[src/rtl/ictl_pkg.sv]
package ictl_pkg;
  localparam int OP_W  = 6;
  localparam int FN_W  = 6;
  localparam int ACL_W = 2;
  localparam int ALU_W = 4;

  // ALU class passed from the opcode stage to the function stage
  typedef enum logic [ACL_W-1:0] {
    ACL_ADD  = 2'b00,
    ACL_SUB  = 2'b01,
    ACL_FUNC = 2'b10,
    ACL_NONE = 2'b11
  } acl_e;

  localparam logic [ALU_W-1:0] ALU_AND = 4'b0000;
  localparam logic [ALU_W-1:0] ALU_OR  = 4'b0001;
  localparam logic [ALU_W-1:0] ALU_ADD = 4'b0010;
  localparam logic [ALU_W-1:0] ALU_SUB = 4'b0110;
  localparam logic [ALU_W-1:0] ALU_SLT = 4'b0111;

  localparam logic [OP_W-1:0] OPC_REG = 6'd0;
  localparam logic [OP_W-1:0] OPC_JMP = 6'd2;
  localparam logic [OP_W-1:0] OPC_BEQ = 6'd4;
  localparam logic [OP_W-1:0] OPC_LD  = 6'd35;
  localparam logic [OP_W-1:0] OPC_ST  = 6'd43;

  localparam logic [FN_W-1:0] FN_ADD = 6'h20;
  localparam logic [FN_W-1:0] FN_SUB = 6'h22;
  localparam logic [FN_W-1:0] FN_AND = 6'h24;
  localparam logic [FN_W-1:0] FN_OR  = 6'h25;
  localparam logic [FN_W-1:0] FN_SLT = 6'h2A;

  typedef struct packed {
    logic dst_rd;
    logic opb_imm;
    logic wb_mem;
    logic rf_we;
    logic dm_re;
    logic dm_we;
    logic br;
    logic jmp;
  } ctl_t;

  localparam ctl_t CTL_OFF = '0;

  typedef struct packed {
    ctl_t ctl;
    acl_e acl;
    logic known;
  } main_t;

  typedef struct packed {
    logic             known;
    logic [ALU_W-1:0] code;
  } alu_t;

  // First level: opcode to control flags and ALU class
  function automatic main_t main_decode(input logic [OP_W-1:0] op);
    main_t r;
    r.ctl   = CTL_OFF;
    r.acl   = ACL_NONE;
    r.known = 1'b1;
    case (op)
      OPC_REG: begin
        r.ctl.dst_rd = 1'b1;
        r.ctl.rf_we  = 1'b1;
        r.acl        = ACL_FUNC;
      end
      OPC_LD: begin
        r.ctl.opb_imm = 1'b1;
        r.ctl.wb_mem  = 1'b1;
        r.ctl.rf_we   = 1'b1;
        r.ctl.dm_re   = 1'b1;
        r.acl         = ACL_ADD;
      end
      OPC_ST: begin
        r.ctl.opb_imm = 1'b1;
        r.ctl.dm_we   = 1'b1;
        r.acl         = ACL_ADD;
      end
      OPC_BEQ: begin
        r.ctl.br = 1'b1;
        r.acl    = ACL_SUB;
      end
      OPC_JMP: begin
        r.ctl.jmp = 1'b1;
      end
      default: r.known = 1'b0;
    endcase
    return r;
  endfunction

  // Second level: ALU class plus function field to ALU operation
  function automatic alu_t alu_decode(input acl_e acl, input logic [FN_W-1:0] fn);
    alu_t r;
    r.known = 1'b1;
    r.code  = ALU_AND;
    case (acl)
      ACL_ADD:  r.code = ALU_ADD;
      ACL_SUB:  r.code = ALU_SUB;
      ACL_FUNC: begin
        case (fn)
          FN_ADD:  r.code = ALU_ADD;
          FN_SUB:  r.code = ALU_SUB;
          FN_AND:  r.code = ALU_AND;
          FN_OR:   r.code = ALU_OR;
          FN_SLT:  r.code = ALU_SLT;
          default: r.known = 1'b0;
        endcase
      end
      default:  r.code = ALU_AND;
    endcase
    return r;
  endfunction
endpackage

[src/rtl/ictl_main_dec.sv]
module ictl_main_dec
  import ictl_pkg::*;
(
  input  logic [OP_W-1:0] op_i,
  output ctl_t            ctl_o,
  output acl_e            acl_o,
  output logic            known_o
);
  main_t dec;

  always_comb begin
    dec     = main_decode(op_i);
    ctl_o   = dec.ctl;
    acl_o   = dec.acl;
    known_o = dec.known;
  end
endmodule

[src/rtl/ictl_alu_dec.sv]
module ictl_alu_dec
  import ictl_pkg::*;
(
  input  acl_e             acl_i,
  input  logic [FN_W-1:0]  fn_i,
  output logic [ALU_W-1:0] code_o,
  output logic             known_o
);
  alu_t dec;

  always_comb begin
    dec     = alu_decode(acl_i, fn_i);
    code_o  = dec.code;
    known_o = dec.known;
  end
endmodule

[src/rtl/instr_ctl_decoder.sv]
module instr_ctl_decoder
  import ictl_pkg::*;
(
  input  logic [OP_W-1:0]  op_i,
  input  logic [FN_W-1:0]  fn_i,
  output logic             dst_sel_rd_o,
  output logic             opb_imm_o,
  output logic             wb_from_mem_o,
  output logic             rf_we_o,
  output logic             dm_re_o,
  output logic             dm_we_o,
  output logic             br_eq_o,
  output logic             jmp_o,
  output logic [ALU_W-1:0] alu_op_o
);
  // Named internal events, also observed by the checker
  ctl_t             main_ctl;
  acl_e             acl;
  logic             op_known;
  logic [ALU_W-1:0] fn_code;
  logic             fn_known;
  logic             fn_reject;
  ctl_t             ctl_out;

  ictl_main_dec u_main (
    .op_i    (op_i),
    .ctl_o   (main_ctl),
    .acl_o   (acl),
    .known_o (op_known)
  );

  ictl_alu_dec u_alu (
    .acl_i   (acl),
    .fn_i    (fn_i),
    .code_o  (fn_code),
    .known_o (fn_known)
  );

  // An unrecognised function field turns the whole instruction into a bubble
  assign fn_reject = (acl == ACL_FUNC) && !fn_known;

  always_comb begin
    if (fn_reject) begin
      ctl_out  = CTL_OFF;
      alu_op_o = ALU_AND;
    end else begin
      ctl_out  = main_ctl;
      alu_op_o = fn_code;
    end
  end

  assign dst_sel_rd_o  = ctl_out.dst_rd;
  assign opb_imm_o     = ctl_out.opb_imm;
  assign wb_from_mem_o = ctl_out.wb_mem;
  assign rf_we_o       = ctl_out.rf_we;
  assign dm_re_o       = ctl_out.dm_re;
  assign dm_we_o       = ctl_out.dm_we;
  assign br_eq_o       = ctl_out.br;
  assign jmp_o         = ctl_out.jmp;
endmodule

[config.mk]
export PLATFORM = sky130hd
export DESIGN_NAME = instr_ctl_decoder
export DESIGN_NICKNAME = d
export VERILOG_FILES = /design/src/rtl/ictl_pkg.sv /design/src/rtl/ictl_main_dec.sv /design/src/rtl/ictl_alu_dec.sv /design/src/rtl/instr_ctl_decoder.sv
export SDC_FILE = /design/constraint.sdc
export NUM_CORES = 1
export LEC_CHECK = 0
export BUFFER_PORTS_ARGS = -buffer_cell sky130_fd_sc_hd__buf_4
export CAP_MARGIN = 5
export CORE_AREA = 2 2 39 41
export DETAILED_ROUTE_END_ITERATION = 16
export DIE_AREA = 0 0 41 43
export PLACE_DENSITY = 0.65
export SETUP_SLACK_MARGIN = 0.3
export SLEW_MARGIN = 20
export SYNTH_ARGS = -nofsm -noshare
export SYNTH_HDL_FRONTEND = slang
export SYNTH_HIERARCHICAL = 1
export SYNTH_SLANG_ARGS = --single-unit
[constraint.sdc]
create_clock -name vclk -period 2.77
set_input_delay 0.1385 -clock vclk [all_inputs]
set_output_delay 0.1385 -clock vclk [all_outputs]
set_load 0.01 [all_outputs]
==> Word-level counts from Yosys, hierarchy flattened <==
Cells that the tools add are included.
{ "totals": {"reg_bits": 0, "out_inout_bits": 12, "wordCells": 32} }
{ "op_classes": {"eq_ne": 11, "mux": 14, "reduce_logical": 7} }
{ "ops": {"columns": ["cell", "count"], "rows": [
  ["$eq 6x6->1 const B", 7],
  ["$pmux 3 s4", 1],
  ["$pmux 4 s3", 1],
  ["$mux 1", 9],
  ["$mux 8", 1],
  ["$eq 6x2->1 const B", 1],
  ["$eq 6x3->1 const B", 1],
  ["$logic_not 6->1", 1],
  ["$pmux 2 s3", 1],
  ["$reduce_or 5->1", 1],
  ["$mux 4", 1],
  ["$reduce_or 2->1", 2],
  ["$eq 2x1->1 const B", 1],
  ["$eq 2x2->1 const B", 1],
  ["$logic_not 2->1", 1],
  ["$logic_and 1x1->1", 1],
  ["$logic_not 1->1", 1]
]} }

==> Longest topological paths before layout <==
{ "depth": {"word_depth": 8, "depth_mapped": 8, "depth_no_buf": 6} }

==> By module <==
Netlist, hierarchy kept.
{ "modules_own_cells": {"columns": ["module", "n_inst", "cells_each", "area_each_um2", "seq_area_each_um2"], "rows": [
  ["ictl_main_dec", 1, 22, 137.6, 0.0],
  ["ictl_alu_dec", 1, 15, 132.6, 0.0],
  ["instr_ctl_decoder", 1, 14, 95.1, 0.0]
]} }

==> Worst setup path before layout <==
No wires, ideal clock.
{ "synth_path": {"kind": "input to output", "start": "in op_i[1]", "end": "out alu_op_o[0]", "t_arrival_ps": 1482, "required_time_ps": 2632, "setup_slack_ps": 1150, "path_stages": 5, "path_cell_list": "or4_4 o22a_1 nor3b_2 buf_4 nor2b_1"} }
{ "synth_between": {"elab_chain_len": 8} }
{ "synth_rtl": {"columns": ["item", "line_no", "text"], "rows": [
  ["from (decl)", "instr_ctl_decoder.sv:4", "input logic [OP_W-1:0] op_i,"],
  ["$eq 6x6->1", "ictl_pkg.sv:63", "case (op)"],
  ["$reduce_or 2->1 (no source line)", null, null],
  ["$pmux 2 s3 (*)", "ictl_pkg.sv:63", null],
  ["via acl[1]", "instr_ctl_decoder.sv:18", "acl_e acl;"],
  ["$eq 2x2->1", "ictl_pkg.sv:98, instr_ctl_decoder.sv:40", null],
  ["$mux 1", "ictl_pkg.sv:98", "case (acl)"],
  ["$logic_not 1->1", "instr_ctl_decoder.sv:40", "assign fn_reject = (acl == ACL_FUNC) && !fn_known;"],
  ["$logic_and 1x1->1", "instr_ctl_decoder.sv:40", null],
  ["$mux 4 (*)", "instr_ctl_decoder.sv:43", "if (fn_reject) begin"],
  ["to (decl)", "instr_ctl_decoder.sv:14", "output logic [ALU_W-1:0] alu_op_o"]
]} }
The timed path passes the listed nets; every way through them passes the cells marked *.

==> Final worst setup path <==
{ "layout_path": {"start": "in op_i[1]", "end": "out alu_op_o[2]"} }
{ "layout_lines": {"columns": ["item", "line_no", "text"], "rows": [
  ["$eq 6x6->1", "ictl_pkg.sv:63", null],
  ["$reduce_or 2->1 (no source line)", null, null],
  ["$pmux 2 s3 (*)", "ictl_pkg.sv:63", null],
  ["via acl[1]", "instr_ctl_decoder.sv:18", null],
  ["$eq 2x2->1 (tied with other cells)", "ictl_pkg.sv:98", null],
  ["$pmux 4 s3 (*)", "ictl_pkg.sv:98", null],
  ["via fn_code[2]", "instr_ctl_decoder.sv:20", "logic [ALU_W-1:0] fn_code;"],
  ["$mux 4 (*)", "instr_ctl_decoder.sv:43", null]
]} }
Marks and branches as above.

==> results by group <==
Outcome
  – Status: finished, final reports clean

GRT
  – Vias in the first global route: 385
  – First-pass GRT wire length: 1.46 mm
  – Overflow after GRT: 0
  – GR Util met3: 1.05%
  – Initial antenna violation count: 0
  – Met1 Usage GRT: 16.1%
  – Top Usage Layer GRT: met2
  – M2 GR Usage: 16.9%
  – Largest net degree at the start of global routing: 9
  – Total track usage: 10.7%

Clocking
  – Post-CTS Setup Bufs: 0
  – Hold-fix buffers, CTS: 0
  – # resized after CTS: 0

Final layout
  – Synth-to-layout area growth: 49.5%
  – Clkbuf count: 0
  – Storage cell area: 0 um2
  – Antenna diodes: 0
  – Layout cells sized above 1: 47.8%
  – Finished Layout Cells: 85
  – Post-layout nets: 83
  – Seq Cell Count: 0

Hold path
  – Hold WC Path Type: input port to output port
  – Start point of the worst hold path: op_i[2]
  – Worst hold stages: 4
  – Hold endpoint: dst_sel_rd_o

Pwr
  – LEAKAGE: 0.246 nW
  – Seq pwr share: 0%
  – P_sw: 0.0193 mW
  – Combinational power share: 100.0%
  – Internal power: 0.0234 mW
  – Clk network pwr share: 0%
  – Total power density per cell area: 81.3 nW/um2
  – Maximum vdd drop: 0.0375 mV
  – Switching Fraction: 45.2%

Critical path
  – Crit Path Max Fanout: 6
  – CP Capture Type: output port
  – Crit Path Category: input port to output port
  – CP required: 2.63 ns
  – Worst EP arrival: 1.77 ns
  – Worst setup SP type: input port

Timing
  – Count of pins over their slew limit: 0
  – Fin crit share: 68.8%
  – Min Tclk post-route: 1.91 ns
  – Final hold viol count: 0
  – Final setup viols: 0
  – RSZ-0062 raised after global routing: no
  – Fmax achieved: 0.525 GHz
  – Setup TNS: 0 ns

Routing
  – Drt first-iter violations: 2
  – DR vias/cell: 4.69
  – DRT Pass-1 Iters: 2
  – Routed len/inst: 10.0 um
  – Vias post-DR: 399
  – Final ANT Viol Nets: 0
  – WL final: 853 um
  – Number of remaining DRC errors: 0

Placed design
  – GPL Wtd Cong: 0.601
  – Post-DP HPWL: 722 um
  – I/O Buffers: 23
  – Dpl cells: 85

Run
  – Max-Cap Viols: 0

Logic synthesis
  – Syn_nets: 61
  – Cell Area, Synth: 352 um2
  – Yosys warning total: 6
  – Syn Inst Count: 49
  – Post-synthesis area per instance: 7.18 um2

Die
  – Die Area: 1760 um2
  – IO Count: 24
  – Rows: 14
  – Core region area: 1380 um2
  – Chip Width: 41 um
  – Die Y: 43 um
  – Initial core utilization: 25.4%
critical path, cell delays in order:
cell       delay, ns
buf_4           0.13
or4_4           0.54
o22a_1          0.29
and4bb_2        0.26
o2bb2ai_1       0.11
nor2b_1         0.13
buf_4           0.15
worst max-delay path by stage:
stage          startpoint           end  slack [ns]
2_1_floorplan     op_i[1]   alu_op_o[0]        1.15
3_3_place_gp      op_i[1]   alu_op_o[2]        0.87
5_1_grt           op_i[1]  dst_sel_rd_o        0.75
4_1_cts           op_i[1]       dm_we_o        0.85
6_report          op_i[1]   alu_op_o[2]        0.86
3_5_place_dp      op_i[1]     opb_imm_o        0.86
routing by layer:
| layer | share of wire, % | routed length, um |
|---|---|---|
| met5 | 0 | 0 |
| met3 | 7.9 | 67 |
| met1 | 46 | 393 |
| met2 | 46 | 392 |
| met4 | 0 | 0 |
layout make-up:
| type | instances | area [um2] |
|---|---|---|
| inverter | 1 | 3.75 |
| timing repair buffer | 24 | 180 |
| fill | 152 | 858 |
| tap | 16 | 20.0 |
| multi-input combinational | 44 | 322 |
metrics by stage:
stage	hold WS (ns)	setup WS, ns	cell area [um2]	utilization [%]	power [mW]
finish	0.678	0.865	526	38.0	0.0427
global route	0.713	0.748	526	38.0	0.0467
CTS	0.683	0.853	526	38.0	0.0427
detailed placement	0.679	0.856	526	38.0	0.0427
global placement	0.680	0.869	526	38.0	0.0423
floorplan	0.443	1.15	352	-	0.0198
cell usage in the layout, fill, tap and decap left out:
cell type,count
or3_1,1
buf_4,24
inv_1,1
o2bb2ai_1,1
and3_2,2
or4_4,1
mux2_2,1
conb_1,1
nor4bb_1,1
and4bb_2,2
nand2b_1,2
o21ai_0,1
o31ai_2,1
o21a_1,2
nor3b_2,1
nor2b_1,13
o22a_1,1
nor4_1,1
nor3b_1,2
nand4b_1,1
nor3_1,5
nor2_1,3
o311ai_2,1
power groups by stage:
stage | Sequential (mW) | Combinational [mW] | Clock (mW)
3_5_place_dp | 0 | 0.0427 | 0
4_1_cts | 0 | 0.0427 | 0
6_report | 0 | 0.0427 | 0
5_1_grt | 0 | 0.0467 | 0
3_3_place_gp | 0 | 0.0423 | 0
2_1_floorplan | 0 | 0.0198 | 0
No activity file was read; power rests on OpenSTA's default activity.
